$ cat src/rtl/eep_pw_pkg.sv
package eep_pw_pkg;

   typedef enum logic [2:0] {
      ST_INHIBIT,
      ST_IDLE,
      ST_SETUP,
      ST_PULSE,
      ST_HOLD,
      ST_GAP,
      ST_COMMIT
   } pw_state_e;

   function automatic int pw_max(input int a, input int b);
      return (a > b) ? a : b;
   endfunction

   function automatic int pw_ceil(input int num, input int den);
      return (num + den - 1) / den;
   endfunction

endpackage

$ cat src/rtl/eep_pw_timer.sv
module eep_pw_timer #(
   parameter int W       = 8,
   parameter int RST_VAL = 0
) (
   input  logic         clk,
   input  logic         rst_n,
   input  logic         load,
   input  logic [W-1:0] load_val,
   input  logic         en,
   output logic [W-1:0] cnt,
   output logic         zero
);

   always_ff @(posedge clk or negedge rst_n) begin
      if (!rst_n)
         cnt <= W'(RST_VAL);
      else if (load)
         cnt <= load_val;
      else if (en && (cnt != '0))
         cnt <= cnt - 1'b1;
   end

   assign zero = (cnt == '0);

endmodule

$ cat src/rtl/eep_pw_bus.sv
module eep_pw_bus #(
   parameter int AW        = 13,
   parameter int DW        = 8,
   parameter bit PARK_IDLE = 1'b1
) (
   input  logic          clk,
   input  logic          rst_n,
   input  logic          cap,
   input  logic [AW-1:0] addr_in,
   input  logic [DW-1:0] data_in,
   input  logic          ce_n_in,
   output logic [AW-1:0] addr_o,
   output logic [DW-1:0] dq_o,
   output logic          dq_oe_o
);

   logic [AW-1:0] addr_q;
   logic [DW-1:0] data_q;

   always_ff @(posedge clk or negedge rst_n) begin
      if (!rst_n) begin
         addr_q <= '0;
         data_q <= '0;
      end else if (cap) begin
         addr_q <= addr_in;
         data_q <= data_in;
      end
   end

   // output enable of the memory is never asserted, so the bus may be
   // driven whenever the chip is selected
   assign dq_oe_o = !ce_n_in;

   generate
      if (PARK_IDLE) begin : g_park
         assign addr_o = ce_n_in ? '0 : addr_q;
         assign dq_o   = ce_n_in ? '0 : data_q;
      end else begin : g_hold
         assign addr_o = addr_q;
         assign dq_o   = data_q;
      end
   endgenerate

endmodule

$ cat src/rtl/eep_page_writer.sv
module eep_page_writer
   import eep_pw_pkg::*;
#(
   parameter int AW             = 13,
   parameter int DW             = 8,
   parameter int CLK_NS         = 20,
   parameter int GRADE          = 0,
   parameter int TAS_CYC        = 1,
   parameter int TWP_CYC        = 8,
   parameter int TAH_CYC        = 5,
   parameter int TDS_CYC        = 5,
   parameter int THOLD_CYC      = 1,
   parameter int BLC_MIN_CYC    = 3,
   parameter int WIN_MAX_CYC    = 5000,
   parameter int WIN_MARGIN_CYC = 500,
   parameter int TWC_CYC        = 250000,
   parameter int TINH_CYC       = 500000,
   parameter bit PARK_IDLE      = 1'b1
) (
   input  logic          clk,
   input  logic          rst_n,
   input  logic          req_start,
   input  logic [AW-1:0] req_addr,
   input  logic [DW-1:0] req_data,
   input  logic          req_last,
   output logic          req_ready,
   output logic          busy,
   output logic [AW-1:0] mem_addr,
   output logic [DW-1:0] mem_dq,
   output logic          mem_dq_oe,
   output logic          mem_ce_n,
   output logic          mem_we_n,
   output logic          mem_oe_n
);

   localparam int WP_NS     = (GRADE == 0) ? 110 : 150;
   localparam int DS_NS     = (GRADE == 0) ? 60 : 100;
   localparam int AH_NS     = 100;
   localparam int MIN_WP    = pw_ceil(WP_NS, CLK_NS);
   localparam int MIN_DS    = pw_ceil(DS_NS, CLK_NS);
   localparam int MIN_AH    = pw_ceil(AH_NS, CLK_NS);
   localparam int GAP_LIMIT = WIN_MAX_CYC - WIN_MARGIN_CYC - THOLD_CYC - TAS_CYC;
   localparam int GAP_MIN   = pw_max(0, BLC_MIN_CYC - THOLD_CYC - TAS_CYC);
   localparam int MAXD      = pw_max(pw_max(TINH_CYC, TWC_CYC),
                                     pw_max(GAP_LIMIT, pw_max(TWP_CYC, pw_max(TAS_CYC, THOLD_CYC))));
   localparam int CW        = $clog2(MAXD + 1);
   localparam int WW        = pw_max(1, $clog2(GAP_LIMIT + 1));

   localparam logic [CW-1:0] LD_AS   = CW'(TAS_CYC - 1);
   localparam logic [CW-1:0] LD_WP   = CW'(TWP_CYC - 1);
   localparam logic [CW-1:0] LD_HOLD = CW'(THOLD_CYC - 1);
   localparam logic [CW-1:0] LD_WC   = CW'(TWC_CYC - 1);
   localparam logic [WW-1:0] LD_WIN  = WW'(GAP_LIMIT - 1);
   localparam logic [WW-1:0] RDY_THR = WW'(GAP_LIMIT - 1 - GAP_MIN);

   // elaboration-time parameter checks
   generate
      if (GRADE < 0 || GRADE > 1) begin : g_bad_grade
         $error("GRADE must be 0 or 1");
      end
      if (TWP_CYC < MIN_WP || TWP_CYC < TAH_CYC || TWP_CYC < TDS_CYC) begin : g_bad_wp
         $error("TWP_CYC too short for pulse, address hold or data setup");
      end
      if (TAH_CYC < MIN_AH || TDS_CYC < MIN_DS) begin : g_bad_ahds
         $error("TAH_CYC or TDS_CYC below the grade minimum");
      end
      if (TAS_CYC < 1 || THOLD_CYC < 1) begin : g_bad_edge
         $error("setup and hold need at least one cycle");
      end
      if (GAP_LIMIT < GAP_MIN + 1) begin : g_bad_win
         $error("byte-load window too small for the margin");
      end
      if (TINH_CYC < TWC_CYC || TWC_CYC < 1) begin : g_bad_wc
         $error("inhibit period must cover one write cycle");
      end
   endgenerate

   pw_state_e      st, nxt;
   logic           accept, last_q;
   logic           ph_load, ph_zero, win_load, win_zero;
   logic [CW-1:0]  ph_val, ph_cnt;
   logic [WW-1:0]  win_cnt;
   logic           ce_n_q, we_n_q;

   assign req_ready = (st == ST_IDLE) || ((st == ST_GAP) && (win_cnt <= RDY_THR));
   assign accept    = req_start && req_ready;
   assign busy      = (st != ST_IDLE);

   always_comb begin
      nxt      = st;
      ph_val   = '0;
      win_load = 1'b0;
      unique case (st)
         ST_INHIBIT: if (ph_zero) nxt = ST_IDLE;
         ST_IDLE: if (accept) begin
            nxt    = ST_SETUP;
            ph_val = LD_AS;
         end
         ST_SETUP: if (ph_zero) begin
            nxt    = ST_PULSE;
            ph_val = LD_WP;
         end
         ST_PULSE: if (ph_zero) begin
            nxt    = ST_HOLD;
            ph_val = LD_HOLD;
         end
         ST_HOLD: if (ph_zero) begin
            if (last_q) begin
               nxt    = ST_COMMIT;
               ph_val = LD_WC;
            end else begin
               nxt      = ST_GAP;
               win_load = 1'b1;
            end
         end
         ST_GAP: begin
            if (accept) begin
               nxt    = ST_SETUP;
               ph_val = LD_AS;
            end else if (win_zero) begin
               nxt    = ST_COMMIT;
               ph_val = LD_WC;
            end
         end
         ST_COMMIT: if (ph_zero) nxt = ST_IDLE;
         default: nxt = ST_INHIBIT;
      endcase
   end

   assign ph_load = (nxt != st);

   always_ff @(posedge clk or negedge rst_n) begin
      if (!rst_n) begin
         st     <= ST_INHIBIT;
         last_q <= 1'b0;
         ce_n_q <= 1'b1;
         we_n_q <= 1'b1;
      end else begin
         st     <= nxt;
         if (accept) last_q <= req_last;
         we_n_q <= (nxt != ST_PULSE);
         ce_n_q <= !((nxt == ST_SETUP) || (nxt == ST_PULSE) ||
                     (nxt == ST_HOLD)  || (nxt == ST_GAP));
      end
   end

   eep_pw_timer #(.W(CW), .RST_VAL(TINH_CYC - 1)) u_phase (
      .clk      (clk),
      .rst_n    (rst_n),
      .load     (ph_load),
      .load_val (ph_val),
      .en       (1'b1),
      .cnt      (ph_cnt),
      .zero     (ph_zero)
   );

   eep_pw_timer #(.W(WW), .RST_VAL(0)) u_win (
      .clk      (clk),
      .rst_n    (rst_n),
      .load     (win_load),
      .load_val (LD_WIN),
      .en       (st == ST_GAP),
      .cnt      (win_cnt),
      .zero     (win_zero)
   );

   eep_pw_bus #(.AW(AW), .DW(DW), .PARK_IDLE(PARK_IDLE)) u_bus (
      .clk     (clk),
      .rst_n   (rst_n),
      .cap     (accept),
      .addr_in (req_addr),
      .data_in (req_data),
      .ce_n_in (ce_n_q),
      .addr_o  (mem_addr),
      .dq_o    (mem_dq),
      .dq_oe_o (mem_dq_oe)
   );

   assign mem_ce_n = ce_n_q;
   assign mem_we_n = we_n_q;
   assign mem_oe_n = 1'b1;

endmodule

$ cat config.mk
export PLATFORM = sky130hd
export DESIGN_NAME = eep_page_writer
export DESIGN_NICKNAME = d
export VERILOG_FILES = /design/src/rtl/eep_pw_pkg.sv /design/src/rtl/eep_pw_timer.sv /design/src/rtl/eep_pw_bus.sv /design/src/rtl/eep_page_writer.sv
export SDC_FILE = /design/constraint.sdc
export NUM_CORES = 1
export LEC_CHECK = 0
export BUFFER_PORTS_ARGS = -buffer_cell sky130_fd_sc_hd__clkbuf_2
export CORE_MARGIN = 1.5
export CORE_UTILIZATION = 60
export DETAILED_ROUTE_END_ITERATION = 8
export GPL_ROUTABILITY_DRIVEN = 0
export PLACE_DENSITY = 0.94
export SLEW_MARGIN = 20
export SYNTH_ARGS = -nofsm -noshare
export SYNTH_HDL_FRONTEND = slang
export SYNTH_SLANG_ARGS = --single-unit
$ cat constraint.sdc
create_clock -name clk -period 6 [get_ports clk]
set_clock_uncertainty 0.2 [all_clocks]
set_input_delay 1.2 -clock clk [delete_from_list [all_inputs] [get_ports clk]]
set_output_delay 1.2 -clock clk [all_outputs]
set_load 0.1 [all_outputs]
==> results of run 1 <==
how the worst min path moves through the flow:
stage | start | slack (ns) | to
floorplan | u_bus.addr_q[0] | 0.24 | u_bus.addr_q[0]
global placement | u_bus.data_q[3] | 0.25 | u_bus.data_q[3]
detailed placement | u_bus.addr_q[5] | 0.25 | u_bus.addr_q[5]
CTS | u_bus.addr_q[5] | 0.27 | u_bus.addr_q[5]
global route | u_bus.data_q[4] | 0.29 | u_bus.data_q[4]
finish | u_bus.addr_q[5] | 0.27 | u_bus.addr_q[5]
state kept, by name, summed over array words and instances, names as in the netlist:
register	flops
last_q	1
mem_ce_n	1
u_bus.data_q	8
st	3
mem_we_n	1
u_bus.addr_q	13
u_win.cnt	13
u_phase.cnt	19
cell usage after synthesis (3+ instances only):
| master | count | area (µm²) |
|---|---|---|
| or3_1 | 4 | 25.0 |
| nand3_1 | 9 | 45.0 |
| nor3_1 | 6 | 30.0 |
| a31oi_1 | 3 | 18.8 |
| a211oi_1 | 13 | 97.6 |
| buf_2 | 3 | 15.0 |
| nand3b_1 | 4 | 30.0 |
| o211ai_1 | 5 | 37.5 |
| nand2_1 | 86 | 323 |
| xnor2_1 | 10 | 87.6 |
| nor4_1 | 8 | 50.1 |
| clkbuf_1 | 11 | 41.3 |
| dfstp_2 | 13 | 342 |
| a21oi_1 | 10 | 50.1 |
| ha_1 | 3 | 37.5 |
| dfrtp_1 | 46 | 1150 |
| and4_1 | 3 | 26.3 |
| o21ai_0 | 6 | 30.0 |
| nor2_1 | 27 | 101 |
| inv_1 | 8 | 30.0 |
| xor2_1 | 12 | 105 |
| nor2b_1 | 24 | 150 |
| nand4_1 | 5 | 31.3 |
logic make-up after synthesis:
family	count (synthesis)	synth area share
buffers and inverters	25	0.0337
multiplexers	1	0.00344
XOR/XNOR	22	0.0589
adder cells (fa/ha/maj)	4	0.0145
flip-flops	59	0.457
other	1	0.00115
AO/OA/AOI/OAI	56	0.131
AND/OR/NAND/NOR	196	0.301
placed cells by master, fill, tap and decap left out, types with 3 or more instances in the layout:
cell type	Yosys	routed
clkbuf_8	0	9
or3_1	4	4
nand2_1	86	86
nand4_1	5	5
dfstp_2	13	13
dfrtp_1	46	46
o211ai_1	5	5
nor2b_1	24	24
nand3_1	9	9
and4_1	3	3
inv_1	8	8
a21oi_1	10	10
o21ai_0	6	6
ha_1	3	3
nand3b_1	4	4
xnor2_1	10	10
a211oi_1	13	13
nor4_1	8	8
nor2_1	27	27
clkbuf_2	1	50
clkinv_2	0	3
nor3_1	6	6
xor2_1	12	12
layer usage:
| metal | global-route usage | up-vias |
|---|---|---|
| met3 | 0.0524 | 25 |
| met2 | 0.464 | 112 |
| met1 | 0.372 | 1429 |
| met5 | 0 | - |
| li1 | - | 1367 |
| met4 | 0.157 | 0 |
per-stage QoR:
stage,cells,utilization,total power (µW),hold slack (ns)
3_5_place_dp,468,0.685,837,0.255
3_3_place_gp,468,0.685,824,0.249
2_1_floorplan,364,-,771,0.238
5_1_grt,484,0.717,1210,0.295
6_report,484,0.717,1150,0.268
4_1_cts,484,0.716,1150,0.271
cell type report:
class	count	area, µm²
multi-input combinational	280	1680
sequential	59	1490
fill	349	1460
timing repair buffer	51	258
clock buffer	11	131
tap	70	87.6
clock inverter	5	30.0
inverter	8	30.0
report_power, final:
part,internal (µW),switching (µW),total [µW]
Sequential,484,79.9,564
Clock,148,163,311
Combinational,122,151,273
tightest hold or removal path, stage by stage (launching register included):
cell and delay [ns]:
dfrtp_1 0.34, nand2_1 0.05, nand2_1 0.05
==> results.yml, run 1 <==
cts:
  holdBufCountCts: 0
  clk_path_buf_depth: 2
  cts_sinks: 59
  post_cts_resized: 0
  path_clk_slew_ns: 0.07
  cts.htree.levels: 3
  cts_root_buf: "clkbuf_8"
  cts_setup_buffers: 0
  cts-buffers-inserted: 9
  cts_tree: "built"
  worstSkewPairLatency_ns: 0.34
logic_synthesis:
  async_reset_ff_frac: 1.00
  synth_edf_count: 0
  yosysWarnings: 0
  syn_nets: 392
  yosys_register_bits: 59
  synth-seq-area-share: 0.457
  synth.distinct_cells: 57
  ys.flop_type: "dfrtp_1"
  netlist_area_mm2: 0.00327
  syn_area_per_cell_um2: 8.98
  synth_cells: 364
finish:
  drive_above_1_share: 0.229
  design_area_mm2: 0.00371
  fin_nets: 437
  area_growth_pct: 13.5
  diodes: 0
worst_hold_path:
  hold_class: "flip-flop to flip-flop"
  min_path_cells: 2
floorplan:
  placementRows: 26
  die_y_um: 76.8
  die-width_um: 76.8
  ios: 52
  coreArea_mm2: 0.00517
  die-area_mm2: 0.00590
  initial_core_util: 0.632
routing:
  postRouteAntennaNets: 0
  highest_layer: "met4"
  vias_per_cell: 6.06
  drtIter0Drc: 279
  drc: 0
  dr_wl_met3_um: 352
  drt_wl_total_um: 7640
  dr_total_vias: 2933
  wl_per_cell_um: 15.8
  wl_met2_um: 3850
  wl_met1_um: 3230
  first_pass_iters: 5
worst_setup_path:
  worstPathMaxFanout: 3
  cp.arrival_ns: 2.17
  reg2reg_to: "u_win.cnt[3]"
  worstPathCellList: "inv_1, ha_1, nor3b_1, o211ai_1, a31oi_1, clkbuf_2"
  cp_data_required_time_ns: 4.60
  path_depth: 6
  critPathTopFamily: "buffers and inverters"
  path_buf_inv: 2
  cp-start-kind: "flip-flop"
  ff2ff_setup_slack_ns: 2.97
  slowest_stage: "clkbuf_2"
  r2r_cells: 7
  crit_end: "req_ready"
  reg2reg_from: "u_phase.cnt[0]"
  end_kind: "primary output"
  slowest_delay_ns: 0.49
  critical_path_class: "flip-flop to primary output"
  cp-startpoint: "u_win.cnt[1]"
sta:
  fin_ws_ns: 2.43
  setup_violations: 0
  hold_viol: 0
  period_needed_ns: 3.57
  final-max-slew-violation-count: 0
  relSlewSlack: 0.385
  rsz0062_at_grt: "no"
  final.setup.tns_ns: 0
  worst_slew_pin_slew_ns: 0.917
  fmax_mhz: 280
  period_share: 0.595
placement:
  hpwl_um: 5120
  post_dp_cell_area_mm2: 0.00354
  place_ws_ns: 2.85
  portBuffers: 50
status:
  run_status: "finished, final reports clean"
power:
  power_leakage_uw: 0.00179
  p_per_area_mw_per_mm2: 309
  vdd_drop_max_uv: 227
global_route:
  grt_pass1_vias: 2886
  grt_use_total: 0.289
  antenna_found_initial: 0
  overflow: 0
  grt_max_degree: 60
  grt_pass1_wl_um: 13500
flow_run:
  maxCapViolCount: 0
(Power assumes the default switching activity.)
==> run 2: changes to the inputs <==
CORE_UTILIZATION = 51   (was 60)
PLACE_DENSITY = 0.86   (was 0.94)
clock period = 3.1 ns   (was 6 ns; I/O delays follow)
==> results.yml, run 2 (synthesized netlist as in run 1, its figures left out) <==
status:
  run_status: "finished, final reports clean"
cts:
  cts_root_buf: "clkbuf_8"
  cts-buffers-inserted: 9
  holdBufCountCts: 0
  cts_setup_buffers: 0
  post_cts_resized: 0
  cts_sinks: 59
  cts_tree: "built"
  clk_path_buf_depth: 2
  cts.htree.levels: 3
  worstSkewPairLatency_ns: 0.35
  path_clk_slew_ns: 0.07
routing:
  first_pass_iters: 5
  vias_per_cell: 5.75
  drt_wl_total_um: 7520
  wl_per_cell_um: 15.1
  drc: 0
  postRouteAntennaNets: 0
  drtIter0Drc: 247
  dr_total_vias: 2865
worst_setup_path:
  slowest_delay_ns: 0.48
  slowest_stage: "clkbuf_2"
  reg2reg_to: "u_phase.cnt[15]"
  cp-start-kind: "flip-flop"
  ff2ff_setup_slack_ns: 0.47
  reg2reg_from: "u_win.cnt[0]"
  cp-startpoint: "u_win.cnt[0]"
  end_kind: "primary output"
  cp_data_required_time_ns: 2.28
  r2r_cells: 7
  worstPathCellList: "inv_1, ha_1, nor3b_1, o211ai_1, a31oi_2, clkbuf_2"
  cp.arrival_ns: 2.08
  worstPathMaxFanout: 3
  crit_end: "req_ready"
  critical_path_class: "flip-flop to primary output"
finish:
  diodes: 0
  layout_common_cells: "nand2_1 (86), clkbuf_2 (50), dfrtp_1 (46)"
  largest_register_ffs: 19
  top_register: "u_phase.cnt"
  layout_commonest_cell: "nand2_1"
  multiInputGateArea_mm2: 0.00168
  reg_top3: "u_phase.cnt (19), u_bus.addr_q (13), u_win.cnt (13)"
  area_growth_pct: 18.1
  fill_cells: 477
  fin_nets: 446
  final_cells: 498
  drive_above_1_share: 0.251
  seq_area_mm2: 0.00149
power:
  p_per_area_mw_per_mm2: 637
  vdd_drop_max_uv: 407
  power_leakage_uw: 0.00187
  fin_total_pwr_uw: 2460
global_route:
  busiest_layer: "met2"
  met2_usage: 0.358
  grt_max_degree: 33
  overflow: 0
  grt_pass1_wl_um: 12400
  grtUsageMet1: 0.298
  grt_pass1_vias: 2661
  antenna_found_initial: 0
  grtUsageMet3: 0.0457
  grt_use_total: 0.223
sta:
  final-max-slew-violation-count: 0
  rsz0062_at_grt: "no"
  period_needed_ns: 2.90
  fin_ws_ns: 0.197
  hold_viol: 0
  worst_slew_pin_slew_ns: 0.713
  fmax_mhz: 345
  setup_violations: 0
  final.setup.tns_ns: 0
  holdWs_ns: 0.116
  period_share: 0.936
  relSlewSlack: 0.521
floorplan:
  die-area_mm2: 0.00690
  coreArea_mm2: 0.00606
  die-width_um: 83.1
  die_y_um: 83.1
  initial_core_util: 0.539
  ios: 52
  placementRows: 28
placement:
  dp.cells: 482
  hpwl_um: 5210
  portBuffers: 50
  place_ws_ns: 0.514
flow_run:
  maxCapViolCount: 0
worst_hold_path:
  hold_class: "input port to async pin"
run 2: cell count changes in the layout (fill, tap and decap cells not counted), sizes merged:
cell and delta:
clkinvlp -2, clkbuf +1, clkinv -1, buf +9, bufinv +2
run 2: layer usage:
layer  wire (µm)  vias to the layer above
li1            -                     1381
met1        3350                     1365
met2        3670                      106
met3         406                       13
met4          91                        0
met5           0                        -
run 2: area by class of cell:
type	count	share of cell area
multi-input combinational	280	0.435
sequential	59	0.386
timing repair buffer	60	0.0875
clock buffer	12	0.0402
tap	75	0.0243
clock inverter	4	0.0191
inverter	8	0.00777
run 2: per-stage QoR:
stage                     cell area, µm²  utilization
after CTS                           3860        0.637
after floorplan                     3280            -
after global routing                3860        0.637
final                               3860        0.637
after detailed placement            3630        0.600
after global placement              3630        0.600
run 2: worst max-delay path, delay by kind of cell (launching register included):
family                     cells  cell delay, ns
AOI/OAI and AO/OA              2            0.43
adders and majority gates      1            0.16
buffers and inverters          2            0.57
DFF                            1            0.39
and+or+nand+nor                1            0.18
run 2: how the worst min path moves through the flow:
stage | from | endpoint | depth (start not counted)
after floorplan | rst_n | last_q | 0
after global placement | u_bus.addr_q[4] | u_bus.addr_q[4] | 2
after detailed placement | u_bus.data_q[5] | u_bus.data_q[5] | 2
after CTS | rst_n | u_bus.addr_q[5] | 1
after global routing | rst_n | u_bus.addr_q[10] | 1
final | rst_n | u_phase.cnt[11] | 1
run 2: power breakdown:
part / internal, µW / switching, µW
logic: 260 / 306
registers: 937 / 153
clock network: 497 / 309
total: 1690 / 768
==> run 3: changes to the inputs <==
PLACE_DENSITY = unset   (was 0.86)
PLACE_DENSITY_LB_ADDON = 0.25   (was unset)
==> results.yml, run 3 (synthesized netlist as in run 1, its figures left out) <==
status:
  run_status: "finished, final reports clean"
finish:
  multiInputGateArea_mm2: 0.00168
  seq_area_mm2: 0.00149
  area_growth_pct: 17.7
  layout_commonest_cell: "nand2_1"
  diodes: 0
  top_register: "u_phase.cnt"
  reg_top3: "u_phase.cnt (19), u_bus.addr_q (13), u_win.cnt (13)"
  fin_nets: 445
  layout_common_cells: "nand2_1 (86), clkbuf_2 (50), dfrtp_1 (46)"
  largest_register_ffs: 19
  fill_cells: 517
  drive_above_1_share: 0.246
worst_setup_path:
  cp_data_required_time_ns: 2.28
  worstPathMaxFanout: 3
  path_buf_inv: 2
  cp.arrival_ns: 2.16
  cp-start-kind: "flip-flop"
  slowest_delay_ns: 0.48
  end_kind: "primary output"
  critical_path_class: "flip-flop to primary output"
  slowest_stage: "clkbuf_2"
  ff2ff_setup_slack_ns: 0.36
  critPathTopFamily: "buffers and inverters"
  worstPathCellList: "inv_1, ha_1, nor3b_1, o211ai_1, a31oi_2, clkbuf_2"
cts:
  clk_path_buf_depth: 2
  holdBufCountCts: 0
  path_clk_slew_ns: 0.07
  post_cts_resized: 0
  cts_root_buf: "clkbuf_8"
  cts.htree.levels: 3
  worstSkewPairLatency_ns: 0.34
  cts_setup_buffers: 0
  cts-buffers-inserted: 9
  cts_sinks: 59
  cts_tree: "built"
worst_hold_path:
  hold_class: "input port to async pin"
routing:
  drt_wl_total_um: 7320
  first_pass_iters: 4
  vias_per_cell: 5.70
  drc: 0
  drtIter0Drc: 129
  postRouteAntennaNets: 0
  wl_per_cell_um: 14.7
  dr_total_vias: 2834
sta:
  fmax_mhz: 336
  period_needed_ns: 2.98
  hold_viol: 0
  rsz0062_at_grt: "no"
  fin_ws_ns: 0.122
  period_share: 0.961
  final.setup.tns_ns: 0
  worst_slew_pin_slew_ns: 0.745
  final-max-slew-violation-count: 0
  setup_violations: 0
  relSlewSlack: 0.500
floorplan:
  coreArea_mm2: 0.00606
  ios: 52
  die-width_um: 83.1
  initial_core_util: 0.539
  placementRows: 28
  die-area_mm2: 0.00690
  die_y_um: 83.1
power:
  p_per_area_mw_per_mm2: 643
  power_leakage_uw: 0.00186
  p_sw_uw: 759
  p_int_uw: 1720
  fin_total_pwr_uw: 2470
  swShare: 0.307
  seqPwrFrac: 0.442
  p_clk_frac: 0.338
  combPwrFrac: 0.220
  vdd_drop_max_uv: 420
global_route:
  grt_pass1_wl_um: 12800
  overflow: 0
  grt_pass1_vias: 2805
  grt_use_total: 0.227
  grt_max_degree: 60
  antenna_found_initial: 0
placement:
  portBuffers: 50
  hpwl_um: 5120
  place_ws_ns: 0.386
flow_run:
  maxCapViolCount: 0
==> run 3: cell count changes in the layout (fill, tap and decap cells not counted), sizes merged <==
cell      change
buf           -1
bufinv        +1
clkbuf        -1
clkinv        -1
clkinvlp      +1
==> run 3: final timing paths <==
| kind | start | endpoint | cells after the start |
|---|---|---|---|
| setup / recovery | u_win.cnt[0] | req_ready | 6 |
| hold / removal | rst_n | u_phase.cnt[5] | 2 |
| setup reg to reg | u_win.cnt[0] | u_phase.cnt[1] | 7 |
| hold reg to reg | u_bus.data_q[2] | u_bus.data_q[2] | 2 |
| max in group asynchronous | rst_n | u_win.cnt[2] | 2 |
| min in group clk | req_addr[6] | u_bus.addr_q[6] | 3 |
==> run 3: per-stage QoR <==
step | area, µm² | utilization | cells | hold WS (ns)
detailed placement | 3610 | 0.596 | 481 | 0.255
CTS | 3850 | 0.635 | 497 | 0.254
global placement | 3610 | 0.596 | 481 | 0.250
global route | 3850 | 0.635 | 497 | 0.257
floorplan | 3280 | - | 364 | 0.124
finish | 3850 | 0.635 | 497 | 0.202
==> run 3: power groups by stage <==
stage,Sequential [µW],Clock (µW),Combinational (µW)
2_1_floorplan,1080,0,411
3_3_place_gp,1100,0,535
3_5_place_dp,1100,0,542
4_1_cts,1090,858,544
5_1_grt,1110,897,605
6_report,1090,837,544
==> run 3: final cells by class <==
class	count	area share
multi-input combinational	280	0.436
timing repair buffer	59	0.0826
tap	75	0.0244
inverter	8	0.00780
sequential	59	0.388
clock buffer	11	0.0341
clock inverter	5	0.0267
==> run 3: layer usage <==
layer | global-route usage | vias to the layer above | wire length (µm)
li1 | - | 1386 | -
met5 | 0 | - | 0
met3 | 0.0517 | 14 | 331
met1 | 0.299 | 1363 | 3380
met2 | 0.368 | 71 | 3500
met4 | 0.0803 | 0 | 110
